File: src/rtl/posted_cas_pkg.sv
package posted_cas_pkg;
  localparam int LAT_W  = 3;
  localparam int RL_W   = 4;
  localparam int CNT_W  = 3;
  localparam logic [LAT_W-1:0] MAX_AL = 3'd4;
  localparam logic [LAT_W-1:0] MIN_CL = 3'd3;
  localparam logic [LAT_W-1:0] MAX_CL = 3'd6;
  localparam int MAX_RL = int'(MAX_AL) + int'(MAX_CL);

  typedef enum logic [1:0] {
    CMD_READ  = 2'd0,
    CMD_WRITE = 2'd1,
    CMD_STOP  = 2'd2,
    CMD_ACT   = 2'd3
  } cmdT;

  typedef struct packed {
    logic schedRd;
    logic schedWr;
  } strobeT;
endpackage

File: src/rtl/posted_cas_ctrl.sv
module posted_cas_ctrl
  import posted_cas_pkg::*;
#(
  parameter int BANKS  = 4,
  parameter int BANK_W = $clog2(BANKS)
) (
  input  logic              clk,
  input  logic              rstN,
  input  logic [LAT_W-1:0]  addLat,
  input  logic [LAT_W-1:0]  casLat,
  input  logic              burstLen8,
  input  logic              cmdValid,
  input  logic [1:0]        cmdType,
  input  logic [BANK_W-1:0] cmdBank,
  output strobeT            strobe,
  output logic              errFlag
);
  localparam logic [CNT_W-1:0] SINCE_SAT = '1;

  logic [BANKS-1:0] bankOpen;
  logic [CNT_W-1:0] sinceCol;
  logic             lastIsWr;
  logic [CNT_W-1:0] halfBeats;
  logic             cfgBad, isRd, isWr, isStop, isAct, isCol;
  logic             overlapping, sameType, colErr, accept;

  always_comb begin
    halfBeats   = burstLen8 ? CNT_W'(4) : CNT_W'(2);
    cfgBad      = (addLat > MAX_AL) || (casLat < MIN_CL) || (casLat > MAX_CL);
    isRd        = cmdValid && (cmdT'(cmdType) == CMD_READ);
    isWr        = cmdValid && (cmdT'(cmdType) == CMD_WRITE);
    isStop      = cmdValid && (cmdT'(cmdType) == CMD_STOP);
    isAct       = cmdValid && (cmdT'(cmdType) == CMD_ACT);
    isCol       = isRd || isWr;
    overlapping = sinceCol < halfBeats;
    sameType    = (isWr == lastIsWr);
    colErr      = isCol && (cfgBad || !bankOpen[cmdBank] ||
                            (overlapping && !(burstLen8 && sameType)));
    accept      = isCol && !colErr;
    strobe.schedRd = accept && isRd;
    strobe.schedWr = accept && isWr;
  end

  always_ff @(posedge clk or negedge rstN) begin
    if (!rstN) begin
      bankOpen <= '0;
      sinceCol <= SINCE_SAT;
      lastIsWr <= 1'b0;
      errFlag  <= 1'b0;
    end else begin
      errFlag <= cfgBad || isStop || colErr;
      if (isAct) bankOpen[cmdBank] <= 1'b1;
      if (accept) begin
        sinceCol <= CNT_W'(1);
        lastIsWr <= isWr;
      end else if (sinceCol != SINCE_SAT) begin
        sinceCol <= sinceCol + CNT_W'(1);
      end
    end
  end

  // never both channels scheduled from one command
  assert_one_sched_R6: assert property (@(posedge clk) disable iff (!rstN)
    $onehot0({strobe.schedRd, strobe.schedWr}));

  // a burst stop is reported on the next cycle
  assert_stop_flag_R8: assert property (@(posedge clk) disable iff (!rstN)
    isStop |=> errFlag);

  // with 4-beat bursts no accepted command is closer than 2 cycles
  assert_bl4_spacing_R5: assert property (@(posedge clk) disable iff (!rstN)
    (accept && !burstLen8) |-> (sinceCol >= CNT_W'(2)));

  // an accepted overlapping command is of the same type as the last one
  assert_same_type_R7: assert property (@(posedge clk) disable iff (!rstN)
    (accept && sinceCol < CNT_W'(4)) |-> (isWr == lastIsWr || !burstLen8));

  // accepted commands only target opened banks
  assert_open_bank_R10: assert property (@(posedge clk) disable iff (!rstN)
    (strobe.schedRd || strobe.schedWr) |-> bankOpen[cmdBank]);
endmodule

File: src/rtl/posted_cas_datapath.sv
module posted_cas_datapath
  import posted_cas_pkg::*;
#(
  parameter int PIPE_D = MAX_RL
) (
  input  logic             clk,
  input  logic             rstN,
  input  logic [LAT_W-1:0] addLat,
  input  logic [LAT_W-1:0] casLat,
  input  logic             burstLen8,
  input  strobeT           strobe,
  output logic             rdWindow,
  output logic             wrWindow
);
  localparam int CHANNELS = 2;

  logic [RL_W-1:0]     readLat;
  logic [CNT_W-1:0]    halfBeats;
  logic [CHANNELS-1:0] win;

  assign readLat   = RL_W'(addLat) + RL_W'(casLat);
  assign halfBeats = burstLen8 ? CNT_W'(4) : CNT_W'(2);

  for (genvar c = 0; c < CHANNELS; c++) begin : g_chan
    logic [PIPE_D-1:0] pipe;
    logic [CNT_W-1:0]  beatCnt;
    logic              sched;
    logic [RL_W-1:0]   slot;

    assign sched = (c == 0) ? strobe.schedRd : strobe.schedWr;
    // channel 0 lands at RL, channel 1 at RL-1; the pipe head loads the counter
    assign slot  = readLat - RL_W'(c + 1);

    always_ff @(posedge clk or negedge rstN) begin
      if (!rstN) begin
        pipe    <= '0;
        beatCnt <= '0;
      end else begin
        pipe <= {1'b0, pipe[PIPE_D-1:1]} |
                (sched ? (PIPE_D'(1) << slot) : '0);
        if (pipe[0])                beatCnt <= halfBeats;
        else if (beatCnt != '0)     beatCnt <= beatCnt - CNT_W'(1);
      end
    end

    assign win[c] = (beatCnt != '0);

    // a window never runs longer than an 8-beat burst
    assert_beat_bound_R3: assert property (@(posedge clk) disable iff (!rstN)
      beatCnt <= CNT_W'(4));
  end

  assign rdWindow = win[0];
  assign wrWindow = win[1];
endmodule

File: src/rtl/posted_cas_sched.sv
module posted_cas_sched
  import posted_cas_pkg::*;
#(
  parameter int BANKS  = 4,
  parameter int BANK_W = $clog2(BANKS)
) (
  input  logic              clk,
  input  logic              rstN,
  input  logic [2:0]        addLat,
  input  logic [2:0]        casLat,
  input  logic              burstLen8,
  input  logic              cmdValid,
  input  logic [1:0]        cmdType,
  input  logic [BANK_W-1:0] cmdBank,
  output logic              rdWindow,
  output logic              wrWindow,
  output logic              errFlag
);
  strobeT strobe;

  posted_cas_ctrl #(.BANKS(BANKS), .BANK_W(BANK_W)) ctrl_i (
    .clk(clk), .rstN(rstN), .addLat(addLat), .casLat(casLat),
    .burstLen8(burstLen8), .cmdValid(cmdValid), .cmdType(cmdType),
    .cmdBank(cmdBank), .strobe(strobe), .errFlag(errFlag)
  );

  posted_cas_datapath #(.PIPE_D(MAX_RL)) dp_i (
    .clk(clk), .rstN(rstN), .addLat(addLat), .casLat(casLat),
    .burstLen8(burstLen8), .strobe(strobe),
    .rdWindow(rdWindow), .wrWindow(wrWindow)
  );
endmodule

File: config.mk
export PLATFORM = sky130hd
export DESIGN_NAME = posted_cas_sched
export DESIGN_NICKNAME = d
export VERILOG_FILES = /design/src/rtl/posted_cas_pkg.sv /design/src/rtl/posted_cas_ctrl.sv /design/src/rtl/posted_cas_datapath.sv /design/src/rtl/posted_cas_sched.sv
export SDC_FILE = /design/constraint.sdc
export NUM_CORES = 1
export LEC_CHECK = 0
export BUFFER_PORTS_ARGS = -buffer_cell sky130_fd_sc_hd__buf_4
export CAP_MARGIN = 0
export CORE_ASPECT_RATIO = 0.6
export CORE_MARGIN = 2
export CORE_UTILIZATION = 45
export DETAILED_ROUTE_END_ITERATION = 6
export HOLD_SLACK_MARGIN = 0.12
export PLACE_DENSITY = 0.69
export SLEW_MARGIN = 20
export SYNTH_ARGS = -nofsm -noshare
export SYNTH_HDL_FRONTEND = slang
export SYNTH_SLANG_ARGS = --single-unit
File: constraint.sdc
create_clock -name clk -period 2.3 [get_ports clk]
set_input_delay 0.115 -clock clk [delete_from_list [all_inputs] [get_ports clk]]
set_output_delay 0.115 -clock clk [all_outputs]
set_load 0.03 [all_outputs]
## After elaboration in Yosys (flattened, before gate mapping)

Cells that the tools add are included.

- Flip-flop bits (word level): 35
- Output and inout port bits: 3

- Add/subtract/negate cells: 6
- $lt $le $gt $ge: 6
- Equality and inequality tests: 5
- Shifts and indexed selects: 2
- Multiplexer cells: 13
- Bitwise gates (word level): 3
- Reductions and logical operators: 27

Operators by type and width:

| kind | number |
|---|---|
| 3-bit 2-to-1 mux | 7 |
| 10-bit 2-to-1 mux | 2 |
| 9-bit by 10-bit bitwise OR with 10-bit output | 2 |
| 1-bit by 4-bit << shifter with 10-bit output (first input constant) | 2 |
| 1-bit logical AND | 11 |
| 1-bit logical OR | 7 |
| 3-bit greater-than comparator (second input constant) | 2 |
| 2-bit nonzero test | 3 |
| 3-bit nonzero test | 2 |
| 3-bit by 1-bit subtractor with 3-bit output (second input constant) | 2 |
| 3-bit by 3-bit adder with 4-bit output | 1 |
| 2-bit == test (second input constant) | 2 |
| 4-bit bitwise OR | 1 |
| 4-bit by 1-bit subtractor with 4-bit output (second input constant) | 1 |
| 4-bit by 2-bit subtractor with 4-bit output (second input constant) | 1 |
| 3-bit by 1-bit adder with 3-bit output (second input constant) | 1 |
| 1-bit logical NOT | 3 |
| 2-bit by 3-bit < comparator with 1-bit output (second input constant) | 1 |
| 3-bit by 2-bit < comparator with 1-bit output (second input constant) | 1 |
| 3-bit < comparator | 1 |
| 3-bit != test (second input constant) | 1 |
| 1-bit binary-select mux with 2-bit select | 1 |
| 1-bit demux with 2-bit select | 1 |
| 2-bit by 1-bit == test with 1-bit output (second input constant) | 1 |
| 4 further kinds | 5 |

## Longest topological paths before layout

Gate-level depths: netlist of run 1.

- Word-level depth: 13
- Gate-level depth with buffers: 7

## Cells and area by module

Synthesis of run 1 repeated with hierarchy kept, for this count alone.

- Cells, all modules: 150
- Area total of the unflattened synthesis: 1,835.5 um2

Modules (own cells, without submodules):

| module | times used | cells an instance | area an instance (um2) | seq. area each (um2) |
|---|---|---|---|---|
| posted_cas_datapath | 1 | 103 | 1,260.0 | 650.6 |
| posted_cas_ctrl | 1 | 47 | 575.6 | 229.0 |

## Worst setup path before layout of run 1

No wires, ideal clock.

- Kind: input port to flip-flop
- From: input addLat[0]
- To: register dp_i.g_chan[0].pipe[0]
- Data arrival time: 1.996 ns
- Setup slack: 0.238 ns
- Stages on the path: 7
- Path buffers: 0
- Cells stage by stage: ha_1 > fa_1 > xnor2_1 > ha_1 > a21boi_0 > xor2_2 > a41o_1

- Longest elaborated chain between the ends: 11

Ends and longest elaborated chain:

| element | line | text |
|---|---|---|
| start: declaration | posted_cas_sched.sv:9 | `input logic [2:0] addLat,` |
| parallel branches: the longest is 9 deep, another holds 3-bit by 3-bit adder with 4-bit output | n/a |  |
| 10-bit 2-to-1 mux (*) | posted_cas_datapath.sv:40 | `(sched ? (PIPE_D'(1) << slot) : '0);` |
| 9-bit by 10-bit bitwise OR with 10-bit output (*) | posted_cas_datapath.sv:39 | `pipe <= {1'b0, pipe[PIPE_D-1:1]} \|` |
| end signal: assignment | posted_cas_datapath.sv:39 |  |
| end: declaration | posted_cas_datapath.sv:25 | `logic [PIPE_D-1:0] pipe;` |

Every way passes the cells marked *.
A chain may end at the register's enable or synchronous reset.

## Final worst setup path of run 1

- From: input addLat[0]
- To: register dp_i.g_chan[1].pipe[7]

- Longest elaborated chain between the ends: 11

Ends and longest elaborated chain:

| element | line |
|---|---|
| parallel branches: the longest is 9 deep, another holds 3-bit by 3-bit adder with 4-bit output | n/a |
| 10-bit 2-to-1 mux (*) | posted_cas_datapath.sv:40 |
| 9-bit by 10-bit bitwise OR with 10-bit output (*) | posted_cas_datapath.sv:39 |
| end signal: assignment | posted_cas_datapath.sv:39 |
| end: declaration | posted_cas_datapath.sv:25 |

Marks and branches as above.

==> impl_metrics.env, run 1 <==
export IMPL_status="complete, no violations"
export IMPL_max_freq_ghz=0.491
export IMPL_dieHeight_um=53.6
export IMPL_htree_num_levels=2
export IMPL_grt_pass1_vias=1279
export IMPL_synth_top_area_frac=0.435
export IMPL_finalHoldViolCount=0
export IMPL_hpwl_mm=2.63
export IMPL_grt_first_pass_wirelength_mm=6.13
export IMPL_cts_root_buf="clkbuf_8"
export IMPL_syn_avg_cell_area_um2=11.4
export IMPL_path_cells="buf_4 > ha_1 > fa_1 > inv_1 > ha_1 > buf_4 > xnor2_1 > o41ai_1"
export IMPL_route_detailed_drc=0
export IMPL_syn_inst=162
export IMPL_hp_class="in -> reg"
export IMPL_p_clk_frac=0.215
export IMPL_track_usage=0.179
export IMPL_final_common_cell="dfrtp_1"
export IMPL_slew_violations=0
export IMPL_cpLargestDelayFamily="adder cells"
export IMPL_cts_buffers=5
export IMPL_dpl_worst_slack_ps=-11.2
export IMPL_grt_use_met1=0.258
export IMPL_clockBufferDepth=2
export IMPL_grt_ovfl_total=0
export IMPL_fp_row_count=17
export IMPL_yosysTopAreaCell="dfrtp_1"
export IMPL_fin_skew_ps=5.47
export IMPL_p_leak_nw=1.09
export IMPL_first_pass_iters=4
export IMPL_cp_max_fo=10
export IMPL_grt_busiest_layer="met2"
export IMPL_end_kind="flop"
export IMPL_clk_pin_slew_worst_paths_ps=70
export IMPL_critPathRequiredTime_ps=2430
export IMPL_swShare=0.350
export IMPL_syn_cell_area_um2=1840
export IMPL_grt_max_degree=36
export IMPL_gp_congestion=0.794
export IMPL_slowest_delay_ps=610
export IMPL_crit_path_top_delay_cell="xnor2_1"
export IMPL_arrival_ps=2170
export IMPL_synth_seq_cells=35
export IMPL_cap_violations=0
export IMPL_power_switching_mw=0.699
export IMPL_cts_sinks=35
export IMPL_synthTopCellsByArea="dfrtp_1 43%, ha_1 8.2%, inv_1 4.5%"
export IMPL_power_frac_seq=0.411
export IMPL_use_met2=0.263
export IMPL_layout_setup_ws_ps=263
export IMPL_dieWidth_um=86.6
export IMPL_ios=17
export IMPL_netlist_cell_type_count=44
export IMPL_viasPerCell=5.31
export IMPL_vias=1275
export IMPL_critPathBufInv=3
export IMPL_met3_usage=0.0552
export IMPL_antennaDiodeCount=0
export IMPL_layout_drive_gt1_share=0.212
export IMPL_core_area_um2=3790
export IMPL_total_power_mw=2.00
export IMPL_power_density_nw_per_um2=923
export IMPL_synth_nets=189
export IMPL_min_period_ps=2040
export IMPL_nets=219
export IMPL_drt_iter0_markers=118
export IMPL_rsz0062_at_grt="false"
export IMPL_yosys_warnings=0
export IMPL_p_int_mw=1.30
export IMPL_start_util=0.486
export IMPL_clk_latency_ps=280
export IMPL_die_area_um2=4640
export IMPL_totalWireLength_mm=3.47
export IMPL_portBuffers=16
export IMPL_synth_yosys_seq_area_share=0.478
export IMPL_syn2layout_area_growth_pct=17.5
export IMPL_comb_power_share=0.375
export IMPL_criticalPathCategory="in -> reg"
export IMPL_relSlewSlack=0.490
export IMPL_fin_crit_sh=0.886
export IMPL_ant_nets=0
export IMPL_cts_tree="done"
export IMPL_worst_pin_slew_ps=759
export IMPL_finalSetupViolations=0
export IMPL_wl_per_cell_um=14.4
export IMPL_antenna_found_initial=0
export IMPL_cts_resized_gates=0
export IMPL_startpoint_type="input port"
export IMPL_vdd_drop_max_mv=0.379
export IMPL_mostFrequentLayoutCells="32 x dfrtp_1, 23 x buf_4, 22 x inv_1"
-- registers in the layout, indices dropped and copies added, names as in the netlist --
| name | count |
|---|---|
| ctrl_i.bankOpen | 4 |
| ctrl_i.errFlag | 1 |
| ctrl_i.lastIsWr | 1 |
| ctrl_i.sinceCol | 3 |
| dp_i.g_chan.beatCnt | 6 |
| dp_i.g_chan.pipe | 20 |
-- path summary, 6_finish.rpt --
| kind | endpoint | cells after the start | startpoint | slack [ps] |
|---|---|---|---|---|
| setup / recovery | dp_i.g_chan[1].pipe[7] | 8 | addLat[0] | 260 |
| hold / removal | ctrl_i.errFlag | 2 | cmdValid | 130 |
| setup reg to reg | ctrl_i.lastIsWr | 5 | ctrl_i.sinceCol[2] | 410 |
| hold reg to reg | dp_i.g_chan[1].pipe[3] | 2 | dp_i.g_chan[1].pipe[4] | 430 |
| max in group asynchronous | ctrl_i.sinceCol[2] | 2 | rstN | 1640 |
| min in group asynchronous | dp_i.g_chan[1].pipe[6] | 2 | rstN | 320 |
-- power by group through the flow --
stage | clock [mW] | combinational [mW] | sequential [mW]
after floorplan | 0 | 0.547 | 0.816
after global placement | 0 | 0.704 | 0.823
after detailed placement | 0 | 0.753 | 0.832
after CTS | 0.450 | 0.761 | 0.821
after global routing | 0.475 | 0.868 | 0.835
final | 0.429 | 0.748 | 0.820
-- routing by layer --
layer / share of wire / wire [um] / vias up
met5: 0 / 0 / -
met1: 0.51 / 1780 / 611
li1: - / - / 640
met4: 0.0032 / 11 / 0
met2: 0.44 / 1540 / 22
met3: 0.039 / 136 / 2
-- worst register-to-register path, stage by stage, from the launching register on --
cell and delay, ps:
dfstp_2 550, ha_1 220, o21ai_0 80, nand2b_1 140, o211a_1 420, mux2_1 370
-- metrics by stage --
stage	setup TNS, ps	hold slack (ps)	instance area, um2	util	std cells
floorplan	0	-181	1840	-	162
global placement	0	87.0	2050	0.541	229
detailed placement	-18.9	90.5	2050	0.541	229
CTS	0	122	2160	0.572	240
global route	0	137	2160	0.572	240
finish	0	129	2160	0.572	240
-- timing repair --
item,in CTS,in global routing
hold buffers,3,0
hold endpoints to repair,41,0
setup buffers,0,0
-- cell usage after synthesis, drive strengths merged --
master  count
nand4       1
buf         3
and3        1
mux2        1
nor2       12
or2b        1
o41ai       8
xor2        2
ha         12
o211a       1
o31a        1
o31ai       1
or2         1
a31o        2
a21oi       5
nor2b       4
inv        22
mux4        1
dfrtp      32
o2111a      1
dfstp       3
nand3b      1
o211ai      2
nor4b       1
nand2b      3
and3b       1
xnor2       4
a41o        8
a211oi      1
nand2       8
mux2i       5
a21o        3
o21ai       4
fa          1
nand3       1
o21bai      2
a21boi      2
-- logic make-up after synthesis --
logic type	synth area share
multiplexers	0.0523
AO/OA/AOI/OAI	0.185
flip-flops	0.478
AND/OR/NAND/NOR	0.102
XOR/XNOR	0.0326
adder cells (fa/ha/maj)	0.0924
buffers and inverters	0.0577
-- layout make-up --
cell class / instances / area, um2
Clock inverter: 2 / 12.5
Inverter: 22 / 82.6
Clock buffer: 6 / 72.6
Timing Repair Buffer: 26 / 203
Multi-Input combinational cell: 102 / 856
Sequential cell: 35 / 880
Tap cell: 47 / 58.8
Fill cell: 323 / 1620
Note: power is estimated with default switching activity, not from simulation.
==> inputs of run 2 (changes only) <==
==> constraint.sdc (replaced) <==
create_clock -name clk -period 2.4 [get_ports clk]
set_input_delay 0.12 -clock clk [delete_from_list [all_inputs] [get_ports clk]]
set_output_delay 0.12 -clock clk [all_outputs]
set_load 0.03 [all_outputs]
==> run 2 against run 1 <==
Net effect: worst hold slack improved by 2.6 ps; cell count decreased by 1.3%; largest cell class unchanged; die area unchanged; highest routed layer unchanged; wire length increased by 5.4%.
==> impl_metrics.env, run 2 (same netlist as run 1, synthesis figures left out) <==
export IMPL_fin_tns_setup_ps=0
export IMPL_crit_path_top_delay_cell="dlygate4sd3_1"
export IMPL_die_area_um2=4640
export IMPL_worst_pin_slew_ps=799
export IMPL_criticalPathCategory="in -> reg"
export IMPL_top_regs="dp_i.g_chan.pipe x20, dp_i.g_chan.beatCnt x6, ctrl_i.bankOpen x4"
export IMPL_arrival_ps=2180
export IMPL_cpLargestDelayFamily="buffers and inverters"
export IMPL_nets=216
export IMPL_regArea_um2=880
export IMPL_largest_reg_flops=20
export IMPL_clk_latency_ps=300
export IMPL_post_route_util=0.574
export IMPL_route_detailed_drc=0
export IMPL_track_usage=0.177
export IMPL_critPathRequiredTime_ps=2580
export IMPL_first_pass_iters=4
export IMPL_grt_pass1_vias=1258
export IMPL_cts_root_buf="clkbuf_8"
export IMPL_start_util=0.486
export IMPL_layout_drive_gt1_share=0.200
export IMPL_clk_pin_slew_worst_paths_ps=80
export IMPL_grt_ovfl_total=0
export IMPL_cp_max_fo=13
export IMPL_hpwl_mm=2.65
export IMPL_fin_crit_sh=0.831
export IMPL_vias=1315
export IMPL_ant_nets=0
export IMPL_vdd_drop_max_mv=0.431
export IMPL_slew_violations=0
export IMPL_portBuffers=16
export IMPL_htree_num_levels=2
export IMPL_wl_per_cell_um=15.4
export IMPL_final_common_cell="dfrtp_1"
export IMPL_viasPerCell=5.55
export IMPL_dp_cells=225
export IMPL_slowest_delay_ps=520
export IMPL_drt_iter0_markers=128
export IMPL_clockBufferDepth=2
export IMPL_instances_no_fill=237
export IMPL_cts_sinks=35
export IMPL_p_leak_nw=1.09
export IMPL_dieWidth_um=86.6
export IMPL_ios=17
export IMPL_multi_input_area_um2=856
export IMPL_fin_skew_ps=11.2
export IMPL_startpoint_type="input port"
export IMPL_path_cells="dlygate4sd3_1 > buf_4 > inv_1 > ha_1 > o21ai_0 > nand2b_1 > o211a_1 > mux2_1"
export IMPL_power_density_nw_per_um2=939
export IMPL_min_period_ps=2000
export IMPL_hp_class="in -> reg"
export IMPL_antennaDiodeCount=0
export IMPL_relSlewSlack=0.464
export IMPL_dieHeight_um=53.6
export IMPL_finalHoldViolCount=0
export IMPL_fp_row_count=17
export IMPL_antenna_found_initial=0
export IMPL_finalSetupViolations=0
export IMPL_status="complete, no violations"
export IMPL_fillerInstances=320
export IMPL_totalWireLength_mm=3.65
export IMPL_grt_first_pass_wirelength_mm=6.05
export IMPL_critPathBufInv=3
export IMPL_max_freq_ghz=0.501
export IMPL_cts_buffers=5
export IMPL_regMostFlops="dp_i.g_chan.pipe"
export IMPL_whs_ps=131
export IMPL_end_kind="flop"
export IMPL_gp_congestion=0.759
export IMPL_grt_max_degree=36
export IMPL_core_area_um2=3790
export IMPL_rsz0062_at_grt="false"
export IMPL_mostFrequentLayoutCells="32 x dfrtp_1, 22 x inv_1, 19 x buf_4"
export IMPL_cts_tree="done"
export IMPL_cap_violations=0
export IMPL_syn2layout_area_growth_pct=17.9
run 2: cell types whose count changed in the layout (fill, tap and decap cells not counted), sizes merged:
cell         previous run  this run
buf                    23        19
bufinv                  0         1
clkbuf                  6         5
clkinv                  1         2
clkinvlp                1         0
dlygate4sd3             3         4
run 2: worst paths after layout:
check                                    endpoint  cells past startpoint                    from  slack (ps)
min in group asynchronous  dp_i.g_chan[0].pipe[4]                      2                    rstN         310
max reg2reg                       ctrl_i.lastIsWr                      5      ctrl_i.sinceCol[2]         490
max in group asynchronous      ctrl_i.sinceCol[1]                      2                    rstN        1750
min reg2reg                dp_i.g_chan[0].pipe[0]                      1  dp_i.g_chan[0].pipe[1]         430
max                               ctrl_i.lastIsWr                      8               burstLen8         400
min                            ctrl_i.bankOpen[2]                      3              cmdBank[1]         130
run 2: worst reg2reg max path: stages (launching register included):
cell and delay (ps):
dfstp_2 560, ha_1 220, o21ai_0 70, nand2b_1 130, o211a_1 430, mux2_1 390
run 2: cell type report:
cell class | count | share of cell area
clock buffers | 5 | 0.0317
flip-flops and latches | 35 | 0.405
inverters | 22 | 0.0380
well taps | 47 | 0.0271
repair buffers | 23 | 0.0841
clock inverters | 3 | 0.0202
multi-input cells | 102 | 0.394
run 2: power breakdown:
group | switching [mW] | internal [mW] | leakage, nW
Clock | 0.221 | 0.309 | 0.0581
Combinational | 0.413 | 0.311 | 0.590
Sequential | 0.0621 | 0.723 | 0.445
run 2: what timing repair did:
| action | 4_1_cts | 5_1_grt |
|---|---|---|
| setup buffers | 0 | 0 |
| hold buffers | 4 | 0 |
| endpoints found under the setup margin | 0 | 0 |
| endpoints found under the hold margin | 42 | 0 |
| gates resized for setup | 0 | 0 |
run 2: routing by layer:
metal | wire length, um | GRT usage
met2 | 1620 | 0.264
met4 | 43 | 0.0755
met1 | 1860 | 0.246
met3 | 125 | 0.0506
met5 | 0 | 0
run 2: per-stage QoR:
| stage | total power [mW] | instance area [um2] | setup WS (ps) |
|---|---|---|---|
| after floorplan | 1.31 | 1840 | 333 |
| after global placement | 1.45 | 2020 | 209 |
| after detailed placement | 1.52 | 2020 | 151 |
| after CTS | 2.06 | 2170 | 403 |
| after global routing | 2.19 | 2170 | 301 |
| final | 2.04 | 2170 | 405 |
